`config.mk`:
```
export PLATFORM = sky130hd
export DESIGN_NAME = match_timer
export DESIGN_NICKNAME = d
export VERILOG_FILES = /design/src/rtl/mtmr_pkg.sv /design/src/rtl/mtmr_counter.sv /design/src/rtl/mtmr_channel.sv /design/src/rtl/mtmr_regif.sv /design/src/rtl/match_timer.sv
export SDC_FILE = /design/constraint.sdc
export NUM_CORES = 1
export LEC_CHECK = 0
export BUFFER_PORTS_ARGS = -buffer_cell sky130_fd_sc_hd__buf_2
export CORE_MARGIN = 3
export CORE_UTILIZATION = 50
export CTS_CLUSTER_DIAMETER = 100
export CTS_CLUSTER_SIZE = 28
export DETAILED_ROUTE_END_ITERATION = 16
export PLACE_DENSITY = 0.72
export SYNTH_ARGS = -nofsm -noshare
export SYNTH_HDL_FRONTEND = slang
export SYNTH_SLANG_ARGS = --single-unit
```
`constraint.sdc`:
```
create_clock -name clk -period 4.5 [get_ports clk]
set_clock_uncertainty 0.2 [all_clocks]
set_input_delay 0.9 -clock clk [delete_from_list [all_inputs] [get_ports clk]]
set_output_delay 0.9 -clock clk [all_outputs]
set_load 0.03 [all_outputs]
```
`src/rtl/mtmr_pkg.sv`:
```
package mtmr_pkg;
    localparam int DATA_W   = 32;
    localparam int CHANNELS = 4;
    localparam int BUS_AW   = 5;

    // byte offsets of the non-target registers
    localparam int OFS_COUNT  = 'h10;
    localparam int OFS_STATUS = 'h14;
    localparam int OFS_GAP    = 'h18;
    localparam int OFS_ENABLE = 'h1C;

    typedef struct packed {
        logic cnt_load;
        logic stat_wr;
        logic en_wr;
    } wr_ctl_t;

    function automatic int target_ofs(input int ch);
        return ch * 4;
    endfunction
endpackage

```
`src/rtl/mtmr_counter.sv`:
```
module mtmr_counter #(
    parameter int CNT_W = mtmr_pkg::DATA_W
) (
    input  logic             clk,
    input  logic             rst,
    input  logic             tick_en,
    input  logic             load,
    input  logic [CNT_W-1:0] load_val,
    output logic [CNT_W-1:0] cnt_q,
    output logic             upd_q
);
    always_ff @(posedge clk) begin
        if (rst) begin
            cnt_q <= '0;
            upd_q <= 1'b0;
        end else begin
            upd_q <= load | tick_en;
            if (load)
                cnt_q <= load_val;
            else if (tick_en)
                cnt_q <= cnt_q + CNT_W'(1);
        end
    end
endmodule

```
`src/rtl/mtmr_channel.sv`:
```
module mtmr_channel #(
    parameter int CNT_W = mtmr_pkg::DATA_W
) (
    input  logic             clk,
    input  logic             rst,
    input  logic             tgt_wr,
    input  logic [CNT_W-1:0] wr_val,
    input  logic [CNT_W-1:0] cnt,
    input  logic             cnt_upd,
    input  logic             clr,
    output logic [CNT_W-1:0] tgt_q,
    output logic             flag_q,
    output logic             hit
);
    // compare only right after the counter moved
    assign hit = cnt_upd && (cnt == tgt_q);

    always_ff @(posedge clk) begin
        if (rst) begin
            tgt_q  <= '0;
            flag_q <= 1'b0;
        end else begin
            if (tgt_wr)
                tgt_q <= wr_val;
            flag_q <= hit | (flag_q & ~clr);
        end
    end
endmodule

```
`src/rtl/mtmr_regif.sv`:
```
module mtmr_regif #(
    parameter int CNT_W  = mtmr_pkg::DATA_W,
    parameter int NUM_CH = mtmr_pkg::CHANNELS,
    parameter int ADDR_W = mtmr_pkg::BUS_AW
) (
    input  logic                         wr_en,
    input  logic [ADDR_W-1:0]            addr,
    input  logic [NUM_CH-1:0][CNT_W-1:0] tgt_all,
    input  logic [CNT_W-1:0]             cnt,
    input  logic [NUM_CH-1:0]            flags,
    input  logic [NUM_CH-1:0]            enables,
    output mtmr_pkg::wr_ctl_t            ctl,
    output logic [NUM_CH-1:0]            tgt_wr,
    output logic [CNT_W-1:0]             rd_data
);
    import mtmr_pkg::*;

    always_comb begin
        ctl.cnt_load = wr_en && (addr == ADDR_W'(OFS_COUNT));
        ctl.stat_wr  = wr_en && (addr == ADDR_W'(OFS_STATUS));
        ctl.en_wr    = wr_en && (addr == ADDR_W'(OFS_ENABLE));
    end

    for (genvar n = 0; n < NUM_CH; n++) begin : g_dec
        assign tgt_wr[n] = wr_en && (addr == ADDR_W'(target_ofs(n)));
    end

    always_comb begin
        rd_data = '0;
        for (int n = 0; n < NUM_CH; n++)
            if (addr == ADDR_W'(target_ofs(n)))
                rd_data = tgt_all[n];
        if (addr == ADDR_W'(OFS_COUNT))
            rd_data = cnt;
        if (addr == ADDR_W'(OFS_STATUS))
            rd_data = CNT_W'(flags);
        if (addr == ADDR_W'(OFS_ENABLE))
            rd_data = CNT_W'(enables);
    end
endmodule

```
`src/rtl/match_timer.sv`:
```
module match_timer #(
    parameter int CNT_W  = mtmr_pkg::DATA_W,
    parameter int NUM_CH = mtmr_pkg::CHANNELS,
    parameter int ADDR_W = mtmr_pkg::BUS_AW
) (
    input  logic              clk,
    input  logic              rst,
    input  logic              tick_en,
    input  logic              wr_en,
    input  logic [ADDR_W-1:0] addr,
    input  logic [CNT_W-1:0]  wr_data,
    output logic [CNT_W-1:0]  rd_data,
    output logic [NUM_CH-1:0] irq
);
    mtmr_pkg::wr_ctl_t            ctl;
    logic [NUM_CH-1:0]            tgt_wr;
    logic [NUM_CH-1:0][CNT_W-1:0] tgt_all;
    logic [NUM_CH-1:0]            status_q;
    logic [NUM_CH-1:0]            hit_vec;
    logic [NUM_CH-1:0]            en_q;
    logic [CNT_W-1:0]             cnt_q;
    logic                         upd_q;

    mtmr_regif #(.CNT_W(CNT_W), .NUM_CH(NUM_CH), .ADDR_W(ADDR_W)) u_regif (
        .wr_en   (wr_en),
        .addr    (addr),
        .tgt_all (tgt_all),
        .cnt     (cnt_q),
        .flags   (status_q),
        .enables (en_q),
        .ctl     (ctl),
        .tgt_wr  (tgt_wr),
        .rd_data (rd_data)
    );

    mtmr_counter #(.CNT_W(CNT_W)) u_counter (
        .clk      (clk),
        .rst      (rst),
        .tick_en  (tick_en),
        .load     (ctl.cnt_load),
        .load_val (wr_data),
        .cnt_q    (cnt_q),
        .upd_q    (upd_q)
    );

    for (genvar n = 0; n < NUM_CH; n++) begin : g_ch
        mtmr_channel #(.CNT_W(CNT_W)) u_ch (
            .clk     (clk),
            .rst     (rst),
            .tgt_wr  (tgt_wr[n]),
            .wr_val  (wr_data),
            .cnt     (cnt_q),
            .cnt_upd (upd_q),
            .clr     (ctl.stat_wr && wr_data[n]),
            .tgt_q   (tgt_all[n]),
            .flag_q  (status_q[n]),
            .hit     (hit_vec[n])
        );
    end

    always_ff @(posedge clk) begin
        if (rst)
            en_q <= '0;
        else if (ctl.en_wr)
            en_q <= wr_data[NUM_CH-1:0];
    end

    assign irq = status_q & en_q;
endmodule

```
==> metrics.md <==
| Metric | Value |
|---|---|
| Status | `finished, final reports clean` |
| Critical path's largest stage delay | `0.61 ns` |
| Final hold vios | `0` |
| Final min period | `3.85 ns` |
| WP buf/inv | `3` |
| Mapped Nets | `1,205` |
| Req. time, crit path | `3.40 ns` |
| Gr usage total | `30.2%` |
| WL/cell | `22.1 um` |
| Final ANT Viol Nets | `0` |
| FF-to-FF End | `u_counter.cnt_q[24]$_SDFFE_PP0P_` |
| Largest net degree at the start of global routing | `166` |
| Worst rel slew slack | `42.6%` |
| GPL Wtd Cong | `0.990` |
| Post-route DRC | `0` |
| Max-cap viol count | `0` |
| Maximum fanout along the worst path | `32` |
| CTS resizes | `0` |
| R2R setup slack | `1.60 ns` |
| FP Rows | `49` |
| Synth-to-Final Area Change | `9.34%` |
| # clock sinks | `169` |
| CP Class | `primary input to primary output` |
| Fin util | `56.7%` |
| FF-to-FF Start | `u_counter.cnt_q[1]$_SDFFE_PP0P_` |
| Worst skew pair latency | `0.45 ns` |
| Stages on the worst setup path | `7` |
| Sequential Power Share | `44.8%` |
| Slew @ Worst Pin | `0.854 ns` |
| DR pass1 iterations | `5` |
| I/O pin cnt | `77` |
| Internal Power | `2590 uW` |
| Final Cycle Share | `85.6%` |
| Mapped cell area | `0.00950 mm^2` |
| Global-route wire length before repair | `47,500 um` |
| Vias per cell | `6.21` |
| Antenna violations before repair | `0` |
| Crit. Startpoint | `addr[2]` |
| Initial DRC count | `1,248` |
| Setup-violating endpoint count in the final report | `0` |
| CTS buffer count | `17` |
| Setup TNS | `0 ns` |
| Mapped Cells | `1,163` |
| Post-CTS Hold Buffers | `0` |
| Hold Path Class | `flip-flop to flip-flop` |
| Die W | `144 um` |
| Filler cells | `1,701` |
| Chip Height | `144 um` |
| Hpwl dp | `21,500 um` |
| R2r worst-path depth | `6` |
| Worst EP arrival | `2.75 ns` |
| Avg Inst Size Synth | `8.17 um^2` |
| Root buffer cell | `clkbuf_16` |
| Worst setup SP type | `primary input` |
| Detailed Route WL | `31,300 um` |
| Leakage | `0.00397 uW` |
| Synth cell count leaders | `283 x nand2_1, 169 x dfxtp_1, 137 x a21oi_1` |
| Setup bufs post-CTS | `0` |
| Clk pin slew, worst setup/hold paths | `0.06 ns` |
| Vias in the first global route | `7,928` |
| Fmax | `259 MHz` |
| CTS HTree Levels | `4` |
| Core area | `0.0183 mm^2` |
| Synth Register Bits | `169` |
| Antenna diodes | `0` |
| Max IR drop VDD | `0.269 mV` |
| Multi-input gate area | `0.00544 mm^2` |
| I/O Buffers | `76` |
| Worst Setup EP | `rd_data[28]` |
| Pwr/cell area | `332 mW/mm^2` |
| Area contributors post-synth | `dfxtp_1 36%, nand2_1 11%, xor2_1 8.8%, a21oi_1 7.2%, xnor2_1 5.9%` |
| Initial Util | `51.8%` |
| Most common flop cell mapped by yosys | `dfxtp_1` |
| Gr ovfl total | `0` |
| YS warnings | `0` |
| Most numerous cell in the Yosys netlist | `nand2_1` |
| Count of pins over their slew limit | `0` |
| Net Sw Frac | `24.9%` |
| Clk pwr share | `47.8%` |
| Post-synth cell types | `44` |
| Final Net Count | `1,216` |
| Top-area cell type share of the netlist area | `35.6%` |
| Async S/R FF share, synth | `0%` |
| Crit-path cells | `buf_2 > nand2b_1 > nor4_4 > buf_4 > a22oi_1 > o21ai_0 > buf_2` |
| Crit-path slowest cell | `buf_2` |
| Sequential area share after synthesis | `35.6%` |
| CTS tree | `yes` |
| RSZ-0062 raised after global routing | `false` |
| Gate power share | `7.4%` |
| Share of cells above drive strength 1 | `15.6%` |
| Delay-heaviest family, CP | `buffers and inverters` |
| Vias | `8,792` |
| Clk buf depth | `2` |
| CP Capture Type | `primary output` |
| Crit-path most repeated cell | `buf_2` |
| Die area | `0.0207 mm^2` |
| Dominant cell type by area after synthesis | `dfxtp_1` |
| Seq. cell area | `0.00338 mm^2` |
| Number of synthesized flops with an enable pin | `0` |
| Switching pwr | `859 uW` |
## kinds of logic after synthesis
kind of cell / after synthesis / synth area share (%)
compound gates: 263 / 16.6
xor+xnor: 159 / 14.7
fa+ha+maj: 1 / 0.132
buf+inv: 108 / 7.26
flops: 169 / 35.6
mux: 37 / 4.97
simple gates: 426 / 20.7
## through the flow
step	std cells	worst slack (ns)	hold slack (ns)	area, um^2	power, uW
final	1416	0.646	0.283	10400	3450
after global routing	1416	0.579	0.301	10400	3530
after CTS	1416	0.668	0.281	10400	3440
after detailed placement	1384	0.730	0.272	9740	1830
after global placement	1384	0.767	0.265	9740	1820
after floorplan	1163	0.842	0.257	9500	1720
## per-layer routing
metal | routed length, um | vias to the layer above | share of wire, % | global-route usage, %
met2 | 14000 | 529 | 45 | 45.6
met3 | 3060 | 60 | 9.8 | 5.82
met4 | 847 | 0 | 2.7 | 10.1
met5 | 0 | - | 0 | 0
li1 | - | 4005 | - | -
met1 | 13400 | 4198 | 43 | 43.3
## layout make-up
type                    instances  share of cell area (%)
well taps                     229                    2.76
flip-flops and latches        169                    32.6
inverters                       2                  0.0723
clock inverters                14                    2.11
clock buffers                  18                    4.13
multi-input cells             886                    52.4
repair buffers                 98                    6.00
## how the worst min path moves through the flow
stage          slack [ns]  depth (start not counted)                                   to                                 from
2_1_floorplan        0.26                          2  g_ch[3].u_ch.tgt_q[10]$_SDFFE_PP0P_  g_ch[3].u_ch.tgt_q[10]$_SDFFE_PP0P_
3_3_place_gp         0.27                          2  g_ch[3].u_ch.tgt_q[16]$_SDFFE_PP0P_  g_ch[3].u_ch.tgt_q[16]$_SDFFE_PP0P_
3_5_place_dp         0.27                          2  g_ch[3].u_ch.tgt_q[16]$_SDFFE_PP0P_  g_ch[3].u_ch.tgt_q[16]$_SDFFE_PP0P_
4_1_cts              0.28                          2  g_ch[3].u_ch.tgt_q[16]$_SDFFE_PP0P_  g_ch[3].u_ch.tgt_q[16]$_SDFFE_PP0P_
5_1_grt              0.30                          2   g_ch[3].u_ch.tgt_q[5]$_SDFFE_PP0P_   g_ch[3].u_ch.tgt_q[5]$_SDFFE_PP0P_
6_report             0.28                          2  g_ch[3].u_ch.tgt_q[16]$_SDFFE_PP0P_  g_ch[3].u_ch.tgt_q[16]$_SDFFE_PP0P_
## tightest hold or removal path, cell delays in order (launching register included)
cell and delay, ns:
dfxtp_1 0.33, nand2_1 0.06, a21oi_1 0.05
## power groups by stage
stage | Sequential [uW] | Clock, uW | Combinational (uW)
4_1_cts | 1540 | 1650 | 250
2_1_floorplan | 1560 | 0 | 167
3_5_place_dp | 1580 | 0 | 247
5_1_grt | 1550 | 1710 | 270
3_3_place_gp | 1580 | 0 | 247
6_report | 1550 | 1650 | 256
## cell usage in the layout (no fill, tap or decap), types with 3 or more instances in the layout
cell and instances:
nand2_1 283, dfxtp_1 169, a21oi_1 137, xor2_1 95, buf_2 75, xnor2_1 64, a22oi_1 54, nor2_1 40
mux2_2 31, o21ai_0 31, a211oi_1 28, nand4_1 28, nor4_1 20, nand3_1 17, clkbuf_16 17, buf_4 17
and2_1 6, buf_12 6, and3_1 5, mux4_2 5, nor3_1 5, bufinv_16 5, a211oi_2 4, o22ai_1 4
a32o_1 4, inv_6 4, nor4_4 3, and4_1 3, nor3_4 3
## sequential cells by signal, summed over array words and instances (netlist names)
name              cells
g_ch.u_ch.tgt_q     128
en_q                  4
u_counter.upd_q       1
u_counter.cnt_q      32
g_ch.u_ch.flag_q      4
Note: power is estimated with default switching activity, not from simulation.
